--- config.mk ---
export PLATFORM = sky130hd
export DESIGN_NAME = amp_ramp_ctrl
export DESIGN_NICKNAME = d
export VERILOG_FILES = /design/src/rtl/amp_ramp_pkg.sv /design/src/rtl/amp_rate_timer.sv /design/src/rtl/amp_step_unit.sv /design/src/rtl/amp_ramp_ctrl.sv
export SDC_FILE = /design/constraint.sdc
export NUM_CORES = 1
export LEC_CHECK = 0
export BUFFER_PORTS_ARGS = -buffer_cell sky130_fd_sc_hd__buf_2
export CAP_MARGIN = 20
export CORE_MARGIN = 3
export CORE_UTILIZATION = 40
export CTS_CLUSTER_SIZE = 40
export DETAILED_ROUTE_END_ITERATION = 8
export PLACE_DENSITY = 0.64
export SLEW_MARGIN = 5
export SYNTH_ARGS = -nofsm -noshare
export SYNTH_HDL_FRONTEND = slang
export SYNTH_SLANG_ARGS = --single-unit
export TNS_END_PERCENT = 50
--- constraint.sdc ---
create_clock -name clk -period 4.25 [get_ports clk]
set_input_delay 0.425 -clock clk [delete_from_list [all_inputs] [get_ports clk]]
set_output_delay 0.425 -clock clk [all_outputs]
set_load 0.02 [all_outputs]
--- src/rtl/amp_ramp_pkg.sv ---
package amp_ramp_pkg;

    localparam int ASF_W   = 10;
    localparam int SEL_W   = 2;
    localparam logic [ASF_W-1:0] ASF_UNITY = '1;

    typedef enum logic [SEL_W-1:0] {
        STEP_1LSB = 2'b00,
        STEP_2LSB = 2'b01,
        STEP_4LSB = 2'b10,
        STEP_8LSB = 2'b11
    } step_sel_e;

    typedef enum logic [1:0] {
        DIR_HOLD = 2'b00,
        DIR_RISE = 2'b01,
        DIR_FALL = 2'b10
    } ramp_dir_e;

    typedef struct packed {
        logic [ASF_W-1:0] next_level;
        ramp_dir_e        dir;
    } step_res_t;

    function automatic logic [ASF_W-1:0] step_amount(input step_sel_e sel);
        return ASF_W'(1) << sel;
    endfunction

endpackage

--- src/rtl/amp_rate_timer.sv ---
module amp_rate_timer #(
    parameter int RATE_W = 8
) (
    input  logic              clk,
    input  logic              rst,
    input  logic              clear,
    input  logic              run,
    input  logic              reload_req,
    input  logic [RATE_W-1:0] rate,
    output logic              tick
);
    logic [RATE_W-1:0] cnt_q;
    logic [RATE_W-1:0] reload_val;

    // A rate of 0 is treated as 1, so the reload value never wraps.
    assign reload_val = (rate == '0) ? '0 : rate - RATE_W'(1);
    assign tick       = run && !reload_req && (cnt_q == '0);

    always_ff @(posedge clk) begin
        if (rst || clear) begin
            cnt_q <= '0;
        end else if (reload_req) begin
            cnt_q <= reload_val;
        end else if (run) begin
            if (cnt_q == '0) begin
                cnt_q <= reload_val;
            end else begin
                cnt_q <= cnt_q - RATE_W'(1);
            end
        end
    end
endmodule

--- src/rtl/amp_step_unit.sv ---
module amp_step_unit
    import amp_ramp_pkg::*;
(
    input  logic [ASF_W-1:0] level,
    input  logic [ASF_W-1:0] goal,
    input  step_sel_e        sel,
    output step_res_t        res
);
    logic [ASF_W-1:0] amt;
    logic [ASF_W-1:0] gap;

    assign amt = step_amount(sel);

    always_comb begin
        res.next_level = level;
        res.dir        = DIR_HOLD;
        gap            = '0;
        if (level < goal) begin
            gap            = goal - level;
            res.dir        = DIR_RISE;
            res.next_level = (gap <= amt) ? goal : level + amt;
        end else if (level > goal) begin
            gap            = level - goal;
            res.dir        = DIR_FALL;
            res.next_level = (gap <= amt) ? goal : level - amt;
        end
    end
endmodule

--- src/rtl/amp_ramp_ctrl.sv ---
module amp_ramp_ctrl
    import amp_ramp_pkg::*;
#(
    parameter int RATE_W = 8
) (
    input  logic              clk,
    input  logic              rst,
    input  logic [ASF_W-1:0]  target_asf,
    input  logic [RATE_W-1:0] ramp_rate,
    input  logic [SEL_W-1:0]  step_sel,
    input  logic              ramp_en,
    input  logic              ramp_up,
    input  logic              load_on_update,
    input  logic              io_update,
    output logic [ASF_W-1:0]  scale_out,
    output logic              at_limit
);
    logic [ASF_W-1:0] level_q;
    logic [ASF_W-1:0] goal;
    logic             at_goal;
    logic             tick;
    step_res_t        step_res;

    assign goal    = ramp_up ? target_asf : '0;
    assign at_goal = (level_q == goal);

    amp_rate_timer #(.RATE_W(RATE_W)) u_timer (
        .clk        (clk),
        .rst        (rst),
        .clear      (!ramp_en),
        .run        (ramp_en && !at_goal),
        .reload_req (ramp_en && load_on_update && io_update),
        .rate       (ramp_rate),
        .tick       (tick)
    );

    amp_step_unit u_step (
        .level (level_q),
        .goal  (goal),
        .sel   (step_sel_e'(step_sel)),
        .res   (step_res)
    );

    always_ff @(posedge clk) begin
        if (rst || !ramp_en) begin
            level_q <= '0;
        end else if (tick) begin
            level_q <= step_res.next_level;
        end
    end

    assign scale_out = ramp_en ? level_q : ASF_UNITY;
    assign at_limit  = ramp_en && at_goal;
endmodule

; ---- Yosys cells after proc, flatten, opt, wreduce, memory -nomap -nowiden
; Index checks and enable logic that the tools add are counted.
[totals]
register_bits = 18
input_bits = 26
out_inout_bits = 11
elab_cells = 39
[op_classes]
add_sub_neg = 6
order_cmp = 4
eq_ne = 1
shift = 1
n_mux = 10
n_reduce_logical = 15
[op_table]
columns = operator, count
row1 = two-way mux 10 bit, 4
row2 = two-way mux 8 bit, 4
row3 = subtractor 10 bit, 3
row4 = two-way mux 12 bit, 2
row5 = <= comparator 10 bit, 2
row6 = zero test 8 bit, 2
row7 = "subtractor 8 x 1 -> 8 bit, second input constant", 2
row8 = adder 10 bit, 1
row9 = equality test 10 bit, 1
row10 = greater-than comparator 10 bit, 1
row11 = < comparator 10 bit, 1
row12 = "left shift 1 x 2 -> 10 bit, first input constant", 1
row13 = logical AND 1 bit, 6
row14 = nonzero test 2 bit, 2
row15 = zero test 1 bit, 3
row16 = AND reduction 2 bit, 1
row17 = logical OR 1 bit, 1

; ---- Logic depth before layout (Yosys ltp)
; Gate-level depths: netlist of the first run.
[logic_depth]
ltp_word = 7
mapped_depth = 16
ltp_nobuf = 14

; ---- Cells and area by module
; Synthesis of the first run repeated with hierarchy kept, for this count alone.
[hier_totals]
hier_cells = 475
hier_area_um2 = 3482.1
[by_module_without_submodules]
columns = mod, n_inst, cells_each, area_each_um2, seq_area_each_um2
row1 = amp_step_unit, 1, 293, 2029.4, 0.0
row2 = amp_ramp_ctrl, 1, 93, 749.5, 200.2
row3 = amp_rate_timer, 1, 89, 703.2, 160.2

; ---- Worst setup path after synthesis of the first run
; No wires, ideal clock.
[synth_timing]
path_type = input port to flip-flop
from = input ramp_up
to = register level_q[4]
setup_ns = 0.129
arrival_time_ns = 3.184
required_time_ns = 4.121
path_slack_ns = 0.937
path_stages = 15
n_path_buf = 2
cell_sequence = clkbuf_1 -> nand2_1 -> ha_1 -> and4b_1 -> nor3_1 -> xnor2_1 -> ha_1 -> a21oi_1 -> o21ai_0 -> a221oi_1 -> nand4_1 -> buf_6 -> mux2i_1 -> a221oi_1 -> a211oi_1
[synth_between]
elab_chain_cells = 7
elab_cells_between_ends = 18
cone_classes = add/sub: 2 / order compare: 4 / eq/ne: 1 / mux: 5 / reduce/logical: 6
[synth_rtl]
columns = item, line_no
row1 = "start, declared", amp_ramp_ctrl.sv:12  ; input logic ramp_up,
row2 = two-way mux 10 bit (*), amp_ramp_ctrl.sv:24  ; assign goal = ramp_up ? target_asf : '0;
row3 = "parallel branches: the longest is 6 deep, another holds subtractor 10 bit", -
row4 = "end signal, assigned", amp_ramp_ctrl.sv:48  ; level_q <= step_res.next_level;
row5 = "end, declared", amp_ramp_ctrl.sv:18  ; logic [ASF_W-1:0] level_q;
; Mark *: on every way between the ends. The select of a mux whose other input is x is not followed.
; A chain may end at the register's enable or synchronous reset.

; ---- Final worst setup path of the first run
[layout_timing]
from = register level_q[2]
to = register level_q[7]
[layout_between]
elab_chain_cells = 6
elab_cells_between_ends = 19
cone_classes = add/sub: 4 / order compare: 4 / eq/ne: 1 / mux: 4 / reduce/logical: 6
[layout_rtl]
columns = item
row1 = "parallel branches: the longest is 6 deep, another holds subtractor 10 bit"
; Several ways; the timed one is not identified. The select of a mux whose other input is x is not followed.

==> flow_summary.yaml, run 1 <==
run_status:
  status: "completed"
timing:
  worst_pin_slew_ns: 0.840
  setup_ws_ns: 0.762
  setup_viol: 0
  fmax_ghz: 0.287
  fin_hold_ws_ns: 0.494
  maxSlewViolCount: 0
  slew_headroom_pct: 43.8
  rsz0062_at_grt: "no"
  final.setup_skew_ns: 0.00418
  final.period_utilization_pct: 82.1
  fin_setup_tns_ns: 0
  hold_viol: 0
  period_needed_ns: 3.49
power:
  swShare_pct: 45.2
  p_leak_nw: 1.59
  p_sw_uw: 415
  power_uw: 918
  internal-power_uw: 503
  vdd_drop_max_mv: 0.143
  comb_power_share_pct: 62.2
  seqPwrFrac_pct: 21.9
  clock_power_share_pct: 16.0
  power.density_mw_per_mm2: 275
floorplanning:
  io_pins: 37
  fp.dieW_um: 93.4
  initial_core_util_pct: 41.7
  core-area_mm2: 0.00733
  dieArea_mm2: 0.00872
  rows: 31
  die_y_um: 93.4
grt:
  grt_overflow: 0
  grt_util_all_layers_pct: 19.5
  grt_pass1_vias: 2919
  grt_first_pass_wirelength_um: 13900
  antenna_found_initial: 0
  grt_max_degree: 23
placed_design:
  io_buffers: 36
  dp_slack_ns: 0.534
  dp_cells: 521
  placed_cell_area_mm2: 0.00328
  gp_congestion: 0.905
  hpwlAfterDp_um: 6780
drt:
  ant_nets: 0
  wl_um: 8520
  dr.pass1.iters: 5
  route.detailed.drc: 0
  wl_met3_um: 513
  top_layer: "met4"
  viasPerCell: 5.84
  met1_length_um: 3790
  wl_per_cell_um: 16.2
  drt-initial-drc-count: 167
  dr_total_vias: 3067
  route.met2.wl_um: 4090
synth:
  yosys.area.top_type_share_pct: 16.0
  async_flop_share_pct: 0
  syn-mean-instance-area_um2: 7.68
  ys_top_cells_by_area: "ha_1 16%, dfxtp_1 12%, mux2i_1 7.2%"
  synth.distinct_cells: 60
  yosysTopAreaCell: "ha_1"
  ys_warn_count: 0
  ys.flop_type: "dfxtp_1"
  synth_edf_count: 0
  synth.most_common_cell: "nand2_1"
  ys_ff_latch: 18
  yosysSeqAreaShare_pct: 11.8
  synth_cells: 398
  ys_top_cells_by_count: "40 x nand2_1, 39 x ha_1, 39 x inv_1, 24 x a21oi_1, 22 x mux2i_1"
  syn_area_mm2: 0.00306
  syn_nets: 466
clocking:
  post-cts-setup-buffer-count: 0
  clk_pin_slew_ns: 0.08
  htreeDepth: 1
  worst_skew_pair.late_latency_ns: 0.26
  cts_inserted_buffers: 3
  cts.sinks: 18
  tritoncts: "done"
  cts_buffer_depth: 2
  cts_root_buffer: "clkbuf_8"
  ctsResizeCount: 0
  hold_buffers: 0
cells_and_area:
  finalNonFillerCells: 525
  drive_above_1_share_pct: 13.6
  design_area_mm2: 0.00334
  fin_util_pct: 45.5
  fillers: 732
  syn_to_final_growth_pct: 9.21
  n_antenna_cell: 0
  fin_nets: 495
worst_setup_path:
  slowest_stage: "ha_1"
  r2r_cells: 14
  cp-start-kind: "register"
  cp_cell_sequence: "inv_1, ha_1, and3b_1, nor3_1, xnor2_1, ha_1, a21oi_1, o21ai_0, a221oi_1, nand4_1, buf_4, mux2i_1, a221oi_1, a211oi_1"
  worstPathRequired_ns: 4.35
  slowest_delay_ns: 0.43
  cp_max_fo: 10
  cp-end-kind: "register"
  crit_type: "reg2reg"
  cp_data_arrival_time_ns: 3.59
hold_path:
  hold_class: "reg2reg"
  holdPathStages: 2
run:
  drv_cap: 0
## worst max-delay path, delay by kind of cell, from the launching register on
kind | cells | cell delay [ns]
AO/OA/AOI/OAI | 5 | 0.91
adder cells (fa/ha/maj) | 2 | 0.70
AND/OR/NAND/NOR | 3 | 0.63
flip-flops | 1 | 0.42
buffers and inverters | 2 | 0.36
XOR/XNOR | 1 | 0.17
multiplexers | 1 | 0.13
## per-layer routing
metal,vias to the layer above,GRT usage (%)
met5,-,0
met4,0,4.64
met3,14,1.53
met2,117,34.7
met1,1433,25.3
li1,1503,-
## state kept, by name (all words and copies together) (netlist names)
register       cells
level_q           10
u_timer.cnt_q      8
## power by group through the flow
stage | clock, mW | combinational, mW | sequential (mW)
after detailed placement | 0 | 0.564 | 0.204
after global routing | 0.157 | 0.634 | 0.203
final | 0.147 | 0.571 | 0.201
after global placement | 0 | 0.557 | 0.203
after floorplan | 0 | 0.448 | 0.198
after CTS | 0.151 | 0.567 | 0.200
## cell families after synthesis
group / synth area share, %
buffers and inverters: 8.19
muxes: 7.94
and+or+nand+nor: 20.9
DFF: 11.8
adders and majority gates: 17.9
AOI/OAI and AO/OA: 25.5
xor gates and xnor gates: 7.74
## cell type report
type	count	area, um2	share of cell area [%]
Timing Repair Buffer	39	203	6.07
Tap cell	99	124	3.71
Multi-Input combinational cell	325	2440	73.3
Clock buffer	4	55.1	1.65
Inverter	40	150	4.50
Sequential cell	18	360	10.8
## placed cells by master, fill, tap and decap left out, types with 3 or more instances in the layout
cell,instances
nor4_1,4
clkbuf_8,4
buf_4,3
a221oi_1,14
buf_2,36
nand4_1,8
inv_1,39
mux2i_1,22
nand3b_1,3
nor3_1,14
a211oi_1,14
fa_1,3
ha_1,39
nor2_1,19
o21ai_0,21
o211ai_1,3
nor2b_1,5
xor2_1,9
xnor2_1,18
nand3_1,8
a211o_1,4
dfxtp_1,18
nand2_1,40
a21oi_1,24
nand2b_1,9
o21bai_1,4
## worst paths after layout
check        slack [ns]                          start                       endpoint
max                0.76        level_q[2]$_SDFFE_PP0P_        level_q[7]$_SDFFE_PP0P_
min                0.49  u_timer.cnt_q[4]$_SDFFE_PP0P_  u_timer.cnt_q[4]$_SDFFE_PP0P_
max reg2reg        0.76        level_q[2]$_SDFFE_PP0P_        level_q[7]$_SDFFE_PP0P_
min reg2reg        0.49  u_timer.cnt_q[4]$_SDFFE_PP0P_  u_timer.cnt_q[4]$_SDFFE_PP0P_
Power figures use the tool's default switching activity.
==> inputs of run 2 (changes only) <==
- PLACE_DENSITY: 0.64 -> 0.67
- clock period: 4.25 -> 2.8 ns (I/O delays scaled with it)
==> run 2 against run 1 <==
The flow now finishes with violations (setup timing); routed wire length up 14%; first-iteration DRC count down 14%; cell area up 27%; setup slack worse by 1.1 ns; largest cell class unchanged.
==> flow_summary.yaml, run 2 (same netlist as run 1, synthesis figures left out) <==
grt:
  grt_first_pass_wirelength_um: 15900
  antenna_found_initial: 0
  grt_overflow: 0
  grt_pass1_vias: 3378
  grt_util_all_layers_pct: 22.3
  grt_max_degree: 19
power:
  clock_power_share_pct: 12.8
  vdd_drop_max_mv: 0.298
  swShare_pct: 43.2
  p_sw_uw: 731
  comb_power_share_pct: 69.6
  internal-power_uw: 960
  p_leak_nw: 2.06
  seqPwrFrac_pct: 17.6
  power.density_mw_per_mm2: 399
drt:
  viasPerCell: 5.56
  wl_per_cell_um: 16.0
  route.detailed.drc: 0
  dr.pass1.iters: 4
  ant_nets: 0
  wl_um: 9740
  dr_total_vias: 3387
  drt-initial-drc-count: 144
worst_setup_path:
  cp_max_fo: 5
  worstPathRequired_ns: 2.91
  cp-start-kind: "register"
  cp-end-kind: "register"
  rrSetupSlack_ns: -0.29
  crit_type: "reg2reg"
  cp_data_arrival_time_ns: 3.20
cells_and_area:
  final_cell_mix: "81 x buf_4, 37 x nand2_1, 36 x buf_2"
  regMostFlops: "level_q"
  syn_to_final_growth_pct: 38.6
  fin_nets: 579
  fin_util_pct: 57.8
  finalNonFillerCells: 609
  drive_above_1_share_pct: 36.1
  largest_reg_flops: 10
  layout_commonest_cell: "buf_4"
  reg_top3: "level_q x10, u_timer.cnt_q x8"
  n_antenna_cell: 0
timing:
  fin_hold_ws_ns: 0.388
  setup_ws_ns: -0.290
  hold_viol: 0
  slew_headroom_pct: 47.2
  maxSlewViolCount: 0
  setup_viol: 10
  fmax_ghz: 0.324
  period_needed_ns: 3.09
  rsz0062_at_grt: "yes"
  final.period_utilization_pct: 110
  final.setup_skew_ns: 0.00251
  worst_pin_slew_ns: 0.793
clocking:
  tritoncts: "done"
  htreeDepth: 1
  worst_skew_pair.late_latency_ns: 0.25
  cts_buffer_depth: 2
  cts_inserted_buffers: 3
  hold_buffers: 0
  cts_root_buffer: "clkbuf_8"
  cts.sinks: 18
  clk_pin_slew_ns: 0.07
floorplanning:
  dieArea_mm2: 0.00872
  core-area_mm2: 0.00733
  fp.dieW_um: 93.4
  io_pins: 37
  initial_core_util_pct: 41.7
  rows: 31
  die_y_um: 93.4
run_status:
  status: "finished, violations left"
  violations: "setup timing"
placed_design:
  io_buffers: 36
  dp_slack_ns: -0.564
  hpwlAfterDp_um: 7780
  gp_congestion: 0.960
  dp_cells: 601
run:
  drv_cap: 0
hold_path:
  hold_class: "in2reg"
==> run 2: cell types whose count changed in the layout (fill, tap and decap cells not counted), sizes merged <==
cell  previous run  this run
buf             39       123
==> run 2: critical path: stages (launching register included) <==
cell	delay, ns
dfxtp_2	0.33
inv_2	0.08
ha_4	0.14
inv_2	0.03
fa_2	0.55
ha_4	0.21
nor2b_4	0.12
o211ai_1	0.21
a21oi_2	0.11
a2111oi_2	0.22
nand4_1	0.24
buf_6	0.21
mux2i_2	0.15
a221oi_2	0.28
a211oi_2	0.07
==> run 2: through the flow <==
step           cell area (um2)  power (mW)  setup TNS (ns)
4_1_cts                   4090        1.61           -2.10
3_5_place_dp              3960        1.36           -5.65
6_report                  4230        1.69           -2.40
3_3_place_gp              3960        1.33           -4.43
2_1_floorplan             3150       0.996          -0.323
5_1_grt                   4230        1.83           -3.85
==> run 2: final cells by class <==
type                            count  area, um2
Timing Repair Buffer              123        865
Fill cell                         671       3100
Sequential cell                    18        365
Multi-Input combinational cell    325       2670
Clock buffer                        4       55.1
Tap cell                           99        124
Inverter                           40        153
==> run 2: final timing paths <==
path                                 startpoint                            end  cells after the start
setup / recovery        level_q[0]$_SDFFE_PP0P_        level_q[0]$_SDFFE_PP0P_                     14
hold / removal                     ramp_rate[0]  u_timer.cnt_q[0]$_SDFFE_PP0P_                      4
setup reg to reg        level_q[0]$_SDFFE_PP0P_        level_q[0]$_SDFFE_PP0P_                     14
hold reg to reg   u_timer.cnt_q[6]$_SDFFE_PP0P_  u_timer.cnt_q[6]$_SDFFE_PP0P_                      2
==> run 2: power by group through the flow <==
stage,clock network (mW),registers [mW],logic [mW]
CTS,0.223,0.296,1.09
global placement,0,0.301,1.03
detailed placement,0,0.301,1.05
global route,0.235,0.299,1.29
floorplan,0,0.301,0.695
finish,0.217,0.297,1.18
==> run 2: layer usage <==
layer	track usage [%]	wire length (um)
met4	7.94	131
met3	1.45	283
met2	39.7	5060
met1	28.0	4260
met5	0	0
==> run 2: what timing repair did <==
item	in CTS	in global routing
setup buffers	0	2
cloned	2	0
endpoints found under the setup margin	10	13
pin swaps	9	10
resized for setup	19	25
==> inputs of run 3 (changes only) <==
- PLACE_DENSITY: 0.67 -> 0.69
- SLEW_MARGIN: 5 -> default
- TNS_END_PERCENT: 50 -> default
==> run 3 against run 2 <==
Critical path type unchanged; via count is 0.44% lower; register-to-register slack hardly changed; setup slack worse by 0.014 ns; worst hold slack worse by 0.0078 ns; the run still ends with setup timing left; sequential share of layout area is 0.21 points higher; core utilization is 1.2 points lower; critical path depth stayed put; clock skew is 0.0020 ns higher; critical endpoint is now level_q[8]$_SDFFE_PP0P_; largest power group unchanged; clock power is 15% lower; first-iteration DRC count stayed put.
==> flow_summary.yaml, run 3 (same netlist as run 1, synthesis figures left out) <==
drt:
  viasPerCell: 5.54
  ant_nets: 0
  dr.pass1.iters: 4
  route.detailed.drc: 0
  dr_total_vias: 3372
  wl_um: 9460
  drt-initial-drc-count: 144
  wl_per_cell_um: 15.5
grt:
  grt_overflow: 0
  antenna_found_initial: 0
  grt_pass1_vias: 3241
  grt_first_pass_wirelength_um: 14900
  grt_max_degree: 21
  grt_util_all_layers_pct: 21.0
power:
  vdd_drop_max_mv: 0.218
  p_leak_nw: 2.03
  power_mw: 1.62
  power.density_mw_per_mm2: 390
timing:
  period_needed_ns: 3.10
  maxSlewViolCount: 0
  final.setup_skew_ns: 0.00450
  rsz0062_at_grt: "yes"
  worst_pin_slew_ns: 0.825
  final.period_utilization_pct: 111
  setup_viol: 10
  slew_headroom_pct: 45.0
  fmax_ghz: 0.322
  setup_ws_ns: -0.304
  hold_viol: 0
cells_and_area:
  regMostFlops: "level_q"
  fin_nets: 580
  fin_util_pct: 56.6
  layout_commonest_cell: "buf_4"
  reg_top3: "level_q x10, u_timer.cnt_q x8"
  n_antenna_cell: 0
  drive_above_1_share_pct: 34.3
  largest_reg_flops: 10
  syn_to_final_growth_pct: 35.7
  final_cell_mix: "84 x buf_4, 37 x nand2_1, 36 x buf_2"
  finalNonFillerCells: 609
clocking:
  tritoncts: "done"
  cts_buffer_depth: 2
  worst_skew_pair.late_latency_ns: 0.25
  cts.sinks: 18
  clk_pin_slew_ns: 0.07
  cts_root_buffer: "clkbuf_8"
  hold_buffers: 0
  cts_inserted_buffers: 3
  htreeDepth: 1
placed_design:
  dp_slack_ns: -0.468
  io_buffers: 36
  dp_cells: 601
  hpwlAfterDp_um: 7540
  gp_congestion: 0.929
floorplanning:
  io_pins: 37
  initial_core_util_pct: 41.7
  dieArea_mm2: 0.00872
  core-area_mm2: 0.00733
  die_y_um: 93.4
  rows: 31
  fp.dieW_um: 93.4
run_status:
  status: "finished, violations left"
  violations: "setup timing"
worst_setup_path:
  cp-start-kind: "register"
  cp_max_fo: 5
  cp-end-kind: "register"
  cp_data_arrival_time_ns: 3.20
  worstPathRequired_ns: 2.90
  r2r-end: "level_q[8]$_SDFFE_PP0P_"
  r2r-start: "level_q[0]$_SDFFE_PP0P_"
  crit_type: "reg2reg"
  r2r_cells: 14
  rrSetupSlack_ns: -0.30
run:
  drv_cap: 0
hold_path:
  worstHoldStart: "ramp_rate[0]"
  hold_class: "in2reg"
  holdPathStages: 4
  whs_endpoint: "u_timer.cnt_q[0]$_SDFFE_PP0P_"
==> run 3: critical path, cell delays in order, from the launching register on <==
cell,delay [ns]
dfxtp_2,0.33
inv_2,0.08
ha_4,0.14
inv_2,0.03
fa_1,0.44
ha_1,0.31
nor2b_1,0.13
o211ai_1,0.21
a21oi_2,0.12
a2111oi_2,0.22
nand4_1,0.23
buf_6,0.20
mux2i_1,0.15
a221oi_2,0.29
a211oi_1,0.07
==> run 3: what timing repair did <==
| item | CTS | global route |
|---|---|---|
| endpoints found under the setup margin | 10 | 12 |
| pin swaps | 3 | 18 |
| resized for setup | 15 | 17 |
| setup buffers | 1 | 2 |
| gates cloned | 2 | 0 |
==> run 3: area by class of cell <==
cell class                      instances  area (um2)
Timing Repair Buffer                  124         856
Inverter                               40         153
Multi-Input combinational cell        325        2610
Fill cell                             690        3180
Tap cell                               99         124
Clock buffer                            3        41.3
Sequential cell                        18         367
==> run 3: worst max-delay path by stage <==
| stage | depth (start not counted) | to | from |
|---|---|---|---|
| 6_report | 14 | level_q[8]$_SDFFE_PP0P_ | level_q[0]$_SDFFE_PP0P_ |
| 5_1_grt | 14 | level_q[8]$_SDFFE_PP0P_ | level_q[0]$_SDFFE_PP0P_ |
| 4_1_cts | 14 | level_q[3]$_SDFFE_PP0P_ | level_q[0]$_SDFFE_PP0P_ |
| 3_5_place_dp | 14 | level_q[0]$_SDFFE_PP0P_ | ramp_up |
| 3_3_place_gp | 13 | level_q[7]$_SDFFE_PP0P_ | ramp_up |
| 2_1_floorplan | 16 | level_q[4]$_SDFFE_PP0P_ | ramp_up |
==> run 3: where the power goes <==
part | switching, mW | total (mW) | internal, mW
clock | 0.0893 | 0.185 | 0.0957
sequential | 0.0195 | 0.296 | 0.277
combinational | 0.603 | 1.14 | 0.536
total | 0.712 | 1.62 | 0.908
==> run 3: metal layers <==
layer | wire length, um | global-route usage (%) | part of all wire (%) | vias to the layer above
met5 | 0 | 0 | 0 | -
met4 | 150 | 4.76 | 1.6 | 0
met3 | 323 | 1.29 | 3.4 | 16
met2 | 4810 | 38.8 | 51 | 79
met1 | 4170 | 26.3 | 44 | 1600
li1 | - | - | - | 1677
==> run 3: per-stage QoR <==
stage | instance area, um2 | hold slack (ns) | setup TNS [ns]
final | 4150 | 0.381 | -2.59
after global routing | 4150 | 0.451 | -4.01
after CTS | 4050 | 0.377 | -2.27
after detailed placement | 3950 | 0.479 | -4.55
after global placement | 3950 | 0.467 | -3.74
after floorplan | 3150 | 0.450 | -0.323
